<file path="src/rtl/pic_prog_pkg.sv">
package pic_prog_pkg;

    localparam int unsigned BYTE_W = 8;

    typedef enum logic [2:0] {
        SEQ_WAIT_ICW1,
        SEQ_WAIT_ICW2,
        SEQ_WAIT_ICW3,
        SEQ_WAIT_ICW4,
        SEQ_READY
    } seq_state_e;

    // command byte decode positions
    localparam int unsigned INIT_BIT    = 4;
    localparam int unsigned KIND_LO     = 3;
    localparam int unsigned IC4_BIT     = 0;
    localparam int unsigned SNGL_BIT    = 1;

    // end-of-interrupt opcodes in bits 7:5 (R, SL, EOI)
    localparam logic [2:0] OP_EOI_SPEC  = 3'b011;
    localparam logic [2:0] OP_EOI_NSPEC = 3'b001;

    localparam logic [1:0] KIND_OCW2    = 2'b00;
    localparam logic [1:0] KIND_OCW3    = 2'b01;

    localparam logic [1:0] SEL_REQ      = 2'b10;
    localparam logic [1:0] SEL_SVC      = 2'b11;

endpackage

</file>
<file path="src/rtl/pic_init_seq.sv">
module pic_init_seq
    import pic_prog_pkg::*;
#(
    parameter int unsigned DATA_W = 8
) (
    input  logic              clk,
    input  logic              rst_n,
    input  logic              cmd_wr_i,
    input  logic              data_wr_i,
    input  logic [DATA_W-1:0] wdata_i,
    output seq_state_e        state_o,
    output logic [DATA_W-1:0] vec_base_o
);

    seq_state_e state_q, state_d;
    logic       ic4_q;
    logic       sngl_q;
    logic       init_cmd;

    assign init_cmd = cmd_wr_i && wdata_i[INIT_BIT];

    always_comb begin
        state_d = state_q;
        if (init_cmd) begin
            state_d = SEQ_WAIT_ICW2;
        end else if (data_wr_i) begin
            unique case (state_q)
                SEQ_WAIT_ICW2: begin
                    if (!sngl_q)     state_d = SEQ_WAIT_ICW3;
                    else if (ic4_q)  state_d = SEQ_WAIT_ICW4;
                    else             state_d = SEQ_READY;
                end
                SEQ_WAIT_ICW3: state_d = ic4_q ? SEQ_WAIT_ICW4 : SEQ_READY;
                SEQ_WAIT_ICW4: state_d = SEQ_READY;
                SEQ_WAIT_ICW1: state_d = SEQ_WAIT_ICW1;
                SEQ_READY:     state_d = SEQ_READY;
                default:       state_d = SEQ_WAIT_ICW1;
            endcase
        end
    end

    always_ff @(posedge clk) begin
        if (!rst_n) state_q <= SEQ_WAIT_ICW1;
        else        state_q <= state_d;
    end

    always_ff @(posedge clk) begin
        if (!rst_n) begin
            ic4_q      <= 1'b0;
            sngl_q     <= 1'b0;
            vec_base_o <= '0;
        end else begin
            if (init_cmd) begin
                ic4_q  <= wdata_i[IC4_BIT];
                sngl_q <= wdata_i[SNGL_BIT];
            end
            if (data_wr_i && state_q == SEQ_WAIT_ICW2 && !init_cmd)
                vec_base_o <= wdata_i;
        end
    end

    assign state_o = state_q;

    AST_INIT_RESTARTS: assert property (@(posedge clk) disable iff (!rst_n)
        init_cmd |=> state_q == SEQ_WAIT_ICW2);
    AST_SINGLE_SKIPS_CASCADE: assert property (@(posedge clk) disable iff (!rst_n)
        (data_wr_i && state_q == SEQ_WAIT_ICW2 && sngl_q) |=> state_q != SEQ_WAIT_ICW3);
    AST_FOURTH_ENDS: assert property (@(posedge clk) disable iff (!rst_n)
        (data_wr_i && !cmd_wr_i && state_q == SEQ_WAIT_ICW4) |=> state_q == SEQ_READY);

endmodule

</file>
<file path="src/rtl/pic_svc_reg.sv">
module pic_svc_reg #(
    parameter int unsigned DATA_W = 8,
    localparam int unsigned LVL_W = $clog2(DATA_W)
) (
    input  logic              clk,
    input  logic              rst_n,
    input  logic              eoi_spec_i,
    input  logic              eoi_nspec_i,
    input  logic [LVL_W-1:0]  level_i,
    input  logic [DATA_W-1:0] set_i,
    output logic [DATA_W-1:0] svc_o
);

    logic [DATA_W-1:0] svc_q;
    logic [DATA_W-1:0] lowest;
    logic [DATA_W-1:0] clr;

    // isolate lowest set bit
    always_comb begin
        lowest = '0;
        for (int i = DATA_W - 1; i >= 0; i--) begin
            if (svc_q[i]) lowest = DATA_W'(1) << i;
        end
    end

    always_comb begin
        clr = '0;
        if (eoi_spec_i)       clr = DATA_W'(1) << level_i;
        else if (eoi_nspec_i) clr = lowest;
    end

    always_ff @(posedge clk) begin
        if (!rst_n) svc_q <= '0;
        else        svc_q <= (svc_q & ~clr) | set_i;
    end

    assign svc_o = svc_q;

    AST_SET_STICKS: assert property (@(posedge clk) disable iff (!rst_n)
        1'b1 |=> (svc_q & $past(set_i)) == $past(set_i));
    AST_NO_STRAY_RISE: assert property (@(posedge clk) disable iff (!rst_n)
        1'b1 |=> (svc_q & ~$past(svc_q) & ~$past(set_i)) == '0);
    AST_NSPEC_ONE_BIT: assert property (@(posedge clk) disable iff (!rst_n)
        (eoi_nspec_i && set_i == '0) |=> $countones(svc_q ^ $past(svc_q)) <= 1);

endmodule

</file>
<file path="src/rtl/pic_prog_if.sv">
module pic_prog_if
    import pic_prog_pkg::*;
#(
    parameter int unsigned DATA_W = 8,
    localparam int unsigned LVL_W = $clog2(DATA_W)
) (
    input  logic              clk,
    input  logic              rst_n,
    input  logic              cs_i,
    input  logic              wr_i,
    input  logic              addr_i,
    input  logic [DATA_W-1:0] wdata_i,
    output logic [DATA_W-1:0] rdata_o,
    input  logic [DATA_W-1:0] req_i,
    input  logic [DATA_W-1:0] svc_set_i,
    output logic [DATA_W-1:0] svc_o,
    output logic [DATA_W-1:0] mask_o,
    output logic [DATA_W-1:0] vec_base_o
);

    seq_state_e state;
    logic       wr_en, cmd_wr, data_wr;
    logic       ready, ocw2_wr, ocw3_wr;
    logic       eoi_spec, eoi_nspec;
    logic [1:0] sel_q;
    logic [DATA_W-1:0] mask_q;

    assign wr_en   = cs_i && wr_i;
    assign cmd_wr  = wr_en && !addr_i;
    assign data_wr = wr_en && addr_i;
    assign ready   = (state == SEQ_READY);

    assign ocw2_wr   = ready && cmd_wr && (wdata_i[INIT_BIT:KIND_LO] == KIND_OCW2);
    assign ocw3_wr   = ready && cmd_wr && (wdata_i[INIT_BIT:KIND_LO] == KIND_OCW3);
    assign eoi_spec  = ocw2_wr && (wdata_i[DATA_W-1:DATA_W-3] == OP_EOI_SPEC);
    assign eoi_nspec = ocw2_wr && (wdata_i[DATA_W-1:DATA_W-3] == OP_EOI_NSPEC);

    pic_init_seq #(.DATA_W(DATA_W)) u_seq (
        .clk        (clk),
        .rst_n      (rst_n),
        .cmd_wr_i   (cmd_wr),
        .data_wr_i  (data_wr),
        .wdata_i    (wdata_i),
        .state_o    (state),
        .vec_base_o (vec_base_o)
    );

    pic_svc_reg #(.DATA_W(DATA_W)) u_svc (
        .clk         (clk),
        .rst_n       (rst_n),
        .eoi_spec_i  (eoi_spec),
        .eoi_nspec_i (eoi_nspec),
        .level_i     (wdata_i[LVL_W-1:0]),
        .set_i       (svc_set_i),
        .svc_o       (svc_o)
    );

    always_ff @(posedge clk) begin
        if (!rst_n) begin
            mask_q <= '0;
            sel_q  <= SEL_REQ;
        end else begin
            if (data_wr && (state == SEQ_WAIT_ICW1 || ready)) mask_q <= wdata_i;
            if (ocw3_wr) sel_q <= wdata_i[1:0];
        end
    end

    always_comb begin
        if (addr_i)                rdata_o = mask_q;
        else if (sel_q == SEL_REQ) rdata_o = req_i;
        else if (sel_q == SEL_SVC) rdata_o = svc_o;
        else                       rdata_o = '0;
    end

    assign mask_o = mask_q;

    AST_MASK_HELD_IN_INIT: assert property (@(posedge clk) disable iff (!rst_n)
        (state inside {SEQ_WAIT_ICW2, SEQ_WAIT_ICW3, SEQ_WAIT_ICW4}) |=> $stable(mask_q));
    AST_IDLE_NO_CHANGE: assert property (@(posedge clk) disable iff (!rst_n)
        (!wr_en && svc_set_i == '0) |=> ($stable(mask_q) && $stable(sel_q) && $stable(svc_o)));
    AST_DATA_READ_MASK: assert property (@(posedge clk) disable iff (!rst_n)
        addr_i |-> rdata_o == mask_o);

endmodule

</file>
<file path="config.mk">
export PLATFORM = sky130hd
export DESIGN_NAME = pic_prog_if
export DESIGN_NICKNAME = d
export VERILOG_FILES = /design/src/rtl/pic_prog_pkg.sv /design/src/rtl/pic_init_seq.sv /design/src/rtl/pic_svc_reg.sv /design/src/rtl/pic_prog_if.sv
export SDC_FILE = /design/constraint.sdc
export NUM_CORES = 1
export LEC_CHECK = 0
export BUFFER_PORTS_ARGS = -buffer_cell sky130_fd_sc_hd__buf_2
export CELL_PAD_IN_SITES_DETAIL_PLACEMENT = 1
export CELL_PAD_IN_SITES_GLOBAL_PLACEMENT = 2
export CORE_MARGIN = 4
export CORE_UTILIZATION = 29
export DETAILED_ROUTE_END_ITERATION = 10
export PLACE_DENSITY = 0.89
export SYNTH_ARGS = -nofsm -noshare
export SYNTH_HDL_FRONTEND = slang
export SYNTH_HIERARCHICAL = 1
export SYNTH_SLANG_ARGS = --single-unit
</file>
<file path="constraint.sdc">
create_clock -name clk -period 3.7 [get_ports clk]
set_input_delay 0.37 -clock clk [delete_from_list [all_inputs] [get_ports clk]]
set_output_delay 0.37 -clock clk [all_outputs]
set_load 0.005 [all_outputs]
</file>
After elaboration in Yosys (flattened, before gate mapping). Index checks and enable logic that the tools add are counted.

Register bits: 31. Latch bits: 0. Bits in writable memories: 0. ROM bits: 0. Input bits: 29. Word-level logic and storage cells: 60. Memories kept: 0.

$add $sub $neg: 0. Multipliers: 0. Divide/modulo/power cells: 0. Order comparisons: 0. Eq/ne operators: 9. Shift-type cells: 1. Multiplexer cells: 18. Bitwise operators: 4. Reductions and logical operators: 20.

Operators with widths (count): $mux W8 (13); $logic_and A1 B1 Y1 (12); $eq A3 B2 Y1 const B (3); $pmux W3 S3 (1); $and A8 B8 Y8 (1); $not A8 Y8 (1); $or A8 B8 Y8 (1); $shl A1 B3 Y8 const A (1); $eq A3 B1 Y1 const B (2); $mux W3 (2); $eq A2 B2 Y1 const B (2); $reduce_or A2 Y1 (2); $eq A3 B3 Y1 const B (1); $logic_not A3 Y1 (1); $eq A2 B1 Y1 const B (1); $logic_not A1 Y1 (2); $logic_not A2 Y1 (1); $mux W1 (2); $reduce_bool A2 Y1 (1); $logic_or A1 B1 Y1 (1); $not A1 Y1 (1).

Longest topological paths before layout.
Depth after elaboration: 13. Depth in mapped cells: 7.

Modules after synthesis. Netlist, hierarchy kept.

Modules (own cells, without submodules): pic_prog_if (times used 1, cells an instance 81, area each 634.4 um^2); pic_init_seq (times used 1, cells an instance 67, area each 615.6 um^2); pic_svc_reg (times used 1, cells an instance 42, area each 380.4 um^2).

Worst setup path before layout. No wires, ideal clock.

Path type: reg2reg. Start point: register u_seq.state_q[0] (netlist: u_seq/state_o[0]). End point: register u_svc.svc_q[3] (netlist: u_svc/svc_o[3]). Library setup time: 115 ps. Data arrival time: 1907 ps. Required time: 3585 ps. Slack: 1678 ps. Cell stages (with the launch flop): 8. Period minus slack after synthesis: 2022 ps. Cell sequence: dfxtp_1 -> and4bb_2 -> nand4_1 -> nor2_1 -> or4b_1 -> buf_2 -> o221a_1 -> o21a_1.

RTL lines: from (decl) (line pic_init_seq.sv:15) `seq_state_e state_q, state_d;`; from (signal assigned) (line pic_init_seq.sv:44) `else state_q <= state_d;`; $eq A3 B3 Y1 (line pic_prog_if.sv:31) `assign ready = (state == SEQ_READY);`; $logic_and A1 B1 Y1 (2 in a row) (line pic_prog_if.sv:33) `assign ocw2_wr = ready && cmd_wr && (wdata_i[INIT_BIT:KIND_LO] == KIND_OCW2);`; $logic_and A1 B1 Y1 (line pic_prog_if.sv:35) `assign eoi_spec = ocw2_wr && (wdata_i[DATA_W-1:DATA_W-3] == OP_EOI_SPEC);`; via eoi_spec (line pic_prog_if.sv:24) `logic eoi_spec, eoi_nspec;`; $mux W8 (line pic_svc_reg.sv:28) `if (eoi_spec_i) clr = DATA_W'(1) << level_i;`; $not A8 Y8 (line pic_svc_reg.sv:34) `else svc_q <= (svc_q & ~clr) | set_i;`; $and A8 B8 Y8 (line pic_svc_reg.sv:34); $or A8 B8 Y8 (line pic_svc_reg.sv:34); to (signal assigned) (line pic_svc_reg.sv:34); to (decl) (line pic_svc_reg.sv:14) `logic [DATA_W-1:0] svc_q;`.

The timed path passes the listed nets, and every way through them passes these cells. A chain may end at the register's enable or synchronous reset.

Worst setup path after layout.
Start point: register u_seq.state_q[2] (netlist: u_seq/state_o[2]). End point: register u_svc.svc_q[3] (netlist: u_svc/svc_o[3]).

Longest elaborated chain between the ends: 9.

RTL lines: $eq A3 B3 Y1 (line pic_prog_if.sv:31); $logic_and A1 B1 Y1 (2 in a row) (line pic_prog_if.sv:33); $logic_and A1 B1 Y1 (line pic_prog_if.sv:36) `assign eoi_nspec = ocw2_wr && (wdata_i[DATA_W-1:DATA_W-3] == OP_EOI_NSPEC);`; via eoi_nspec (line pic_prog_if.sv:24); $mux W8 (line pic_svc_reg.sv:29) `else if (eoi_nspec_i) clr = lowest;`; $mux W8 (line pic_svc_reg.sv:28); $not A8 Y8 (line pic_svc_reg.sv:34); $and A8 B8 Y8 (line pic_svc_reg.sv:34); $or A8 B8 Y8 (line pic_svc_reg.sv:34).

The timed path passes the listed nets, and every way through them passes these cells.

==> run_results.csv <==
group,metric,value,unit
outcome,run_status,"finished, final reports clean",
synth,yosysWarnings,6,
floorplan,die-area,6886,sq um
power,static-leakage-power,0.8452,nW
clock_network,cts-buffers-inserted,5,
worst_setup_path,critical_path_peak_fanout,6,
floorplan,dieWidth,82.98,um
finish,areaGrowthSynthToFinish,25.56,%
worst_setup_path,rr_endpoint,"u_svc/svc_o[3]",
worst_setup_path,worstRegToRegCells,6,
floorplan,start_util,29.79,%
worst_setup_path,worstSetupEndpointType,"flop",
worst_setup_path,timing.critical_path.from_type,"flop",
finish,design.final.nets,277,
global_routing,largest_net_degree_at_the_start_of_global_routing,51,
worst_setup_path,critical_path.max_stage_delay,0.58,ns
synth,netlist_area,1630,sq um
finish,drive_above_1_share,29.96,%
sta,setup_viol,0,
clock_network,h-tree-depth,2,
global_routing,number_of_global_route_vias_before_repair,1627,
power,ir_drop,0.1241,mV
worst_setup_path,startpoint,"u_seq/state_o[2]",
detailed_routing,drt_first_iter_violations,71,
sta,rsz0062_at_grt,"false",
detailed_routing,remaining_drc_errors,0,
floorplan,floorplan.core_area,5473,sq um
synth,synthMostInstantiatedCell,"nand2_1",
detailed_routing,wire_per_inst,14.81,um
global_routing,antenna_violations_before_repair,0,
worst_setup_path,crit_end,"u_svc/svc_o[3]",
synth,number_of_flops_mapped_to_enable_cells_by_yosys,0,
synth,avgSynthCellArea,8.581,sq um
global_routing,grt_first_pass_wirelength,7824,um
floorplan,boundaryPins,61,
place,place_inst,313,
clock_network,cts_tree,"done",
synth,synth-main-ff-cell,"dfxtp_1",
synth,yosysTopAreaCell,"dfxtp_1",
run,max-cap-violations,0,
power,internal_power,0.0005112,W
sta,timing_max_transition_violations_final,0,
synth,async_sr_flop_fraction,0,%
clock_network,cts.clk_slew.worst_paths,0.06,ns
synth,synth.top_cell.area_share,38.07,%
clock_network,cts_setup_buffers,0,
synth,synth_register_bits,31,
sta,finClkSkew,0.004649,ns
sta,tns,0,ns
power,seq_power_share,52.3,%
global_routing,grt_overflow_total,0,
finish,final_util,37.40,%
synth,synth_cell_types,42,
power,relative_contribution_of_combinational_cells_to_total_power,13.1,%
finish,final_cells,319,
finish,final_design_area_no_fill,2047,sq um
power,power.share.clock,34.6,%
sta,hold_violation_count_in_the_final_report,0,
sta,period_share,61.72,%
worst_setup_path,critical_path.slowest_cell,"or4b_1",
worst_setup_path,timing.critical_path.cells,"nor3b_1 -> nand4_1 -> nor2_1 -> or4b_1 -> o221a_1 -> o21a_1",
hold_path,min_delay_worst_type,"in -> reg",
worst_setup_path,cp_data_arrival_time,2.45,ns
clock_network,cts_root_buffer,"clkbuf_8",
detailed_routing,detail_route.first_pass.iterations,4,
sta,tightest_slew,0.8260,ns
place,number_of_port_buffers,60,
power,net-switching-power,0.0001745,W
clock_network,cts_resized,0,
synth,syn-num-nets,219,
place,sum_of_net_half_perimeters_after_detailed_placement,3615,um
clock_network,clock_insertion_delay_worst_skew,0.28,ns
global_routing,grt_use_total,13.75,%
synth,synthTopCellsByArea,"dfxtp_1 38%, mux2i_1 15%, nand2_1 11%, o21ai_0 4.0%, nand2b_1 1.9%",
worst_setup_path,reg2reg_from,"u_seq/state_o[2]",
synth,synth-seq-area-share,38.07,%
finish,insertedDiodeCount,0,
synth,syn-instance-count,190,
power,power_per_cell_area,335.0,nW/um^2
clock_network,clockBufferDepth,2,
detailed_routing,totalWireLength,4725,um
sta,timing.slew.headroom,44.93,%
detailed_routing,routed-via-count,1573,
worst_setup_path,timing_worst_setup_path_type,"reg -> reg",
power,post-layout-total-power,0.0006857,W
clock_network,cts_hold_buffers,0,
synth,synth_commonest_cells,"49 x nand2_1, 31 x dfxtp_1, 24 x mux2i_1",
floorplan,std_cell_rows,27,
worst_setup_path,regToRegSetupSlack,1.42,ns
sta,fmaxAchievable,437.9,MHz
place,gp_congestion,0.7638,
detailed_routing,drt-vias-per-instance,4.931,
detailed_routing,antenna_violating_nets_post_route,0,
worst_setup_path,timing.critical_path.required,3.87,ns
sta,fin_crit,2.284,ns
floorplan,die_y,82.98,um
power,power.share.switching,25.45,%
clock_network,clock-sinks,31,
place,post_dp_cell_area,1974,sq um
how the worst min path moves through the flow:
stage	startpoint	to	slack, ns	cells past startpoint
after floorplan	u_seq/vec_base_o[0]	u_seq/vec_base_o[0]	0.45	2
after global placement	u_seq/vec_base_o[7]	u_seq/vec_base_o[7]	0.44	2
after detailed placement	u_seq/vec_base_o[6]	u_seq/vec_base_o[6]	0.45	2
after CTS	svc_set_i[5]	u_svc/svc_o[5]	0.28	3
after global routing	svc_set_i[5]	u_svc/svc_o[5]	0.29	3
final	svc_set_i[5]	u_svc/svc_o[5]	0.29	3
power by group through the flow:
stage	clock [W]	combinational (W)	sequential [W]
final	0.000237	0.0000898	0.000358
after global routing	0.000264	0.000101	0.000360
after CTS	0.000249	0.0000918	0.000359
after detailed placement	0	0.0000916	0.000366
after global placement	0	0.0000902	0.000366
after floorplan	0	0.0000436	0.000363
kinds of logic after synthesis:
kind of cell / synth area share (%)
compound gates: 17.57
buf+inv: 3.991
flops: 38.07
mux: 14.74
simple gates: 25.63
placed cells by master, fill, tap and decap left out, types with 2 or more instances in the layout:
cell type	instances
nand2b_1	5
a21oi_1	3
nor2_1	7
o221a_2	2
mux2i_1	24
a31oi_1	2
dfxtp_1	31
o21a_1	4
inv_1	5
a21boi_0	3
and3b_2	2
clkbuf_8	5
nand2_1	49
buf_2	60
o211ai_1	3
nand3_1	4
o21ai_0	13
flip-flops by register name, indices dropped and copies added (netlist names):
| name | count |
|---|---|
| mask_o | 8 |
| u_seq/ic4_q | 1 |
| sel_q | 2 |
| u_svc/svc_o | 8 |
| u_seq/vec_base_o | 8 |
| u_seq/state_o | 3 |
| u_seq/sngl_q | 1 |
area by class of cell:
type,instances,area [sq um]
fill,688,3426
clock buffer,6,72.57
multi-input combinational,145,944.7
sequential,31,620.6
inverter,5,18.77
timing repair buffer,60,300.3
tap,72,90.09
through the flow:
step	worst slack, ns	hold WS (ns)
after floorplan	1.678	0.4511
after global placement	1.327	0.4426
after detailed placement	1.295	0.4511
after CTS	1.431	0.2828
after global routing	1.179	0.2853
final	1.416	0.2886
layer usage:
layer	global-route usage, %	part of all wire [%]	vias up
met5	0	0	-
li1	-	-	792
met1	17.29	47	729
met3	5.754	6.8	5
met2	21.87	45	47
met4	3.120	0.99	0
critical path: cells and delay by family (launching register included):
family / cells / cell delay, ns
DFF: 1 / 0.41
and+or+nand+nor: 4 / 1.31
AOI/OAI and AO/OA: 2 / 0.46
No activity file was read; power rests on OpenSTA's default activity.
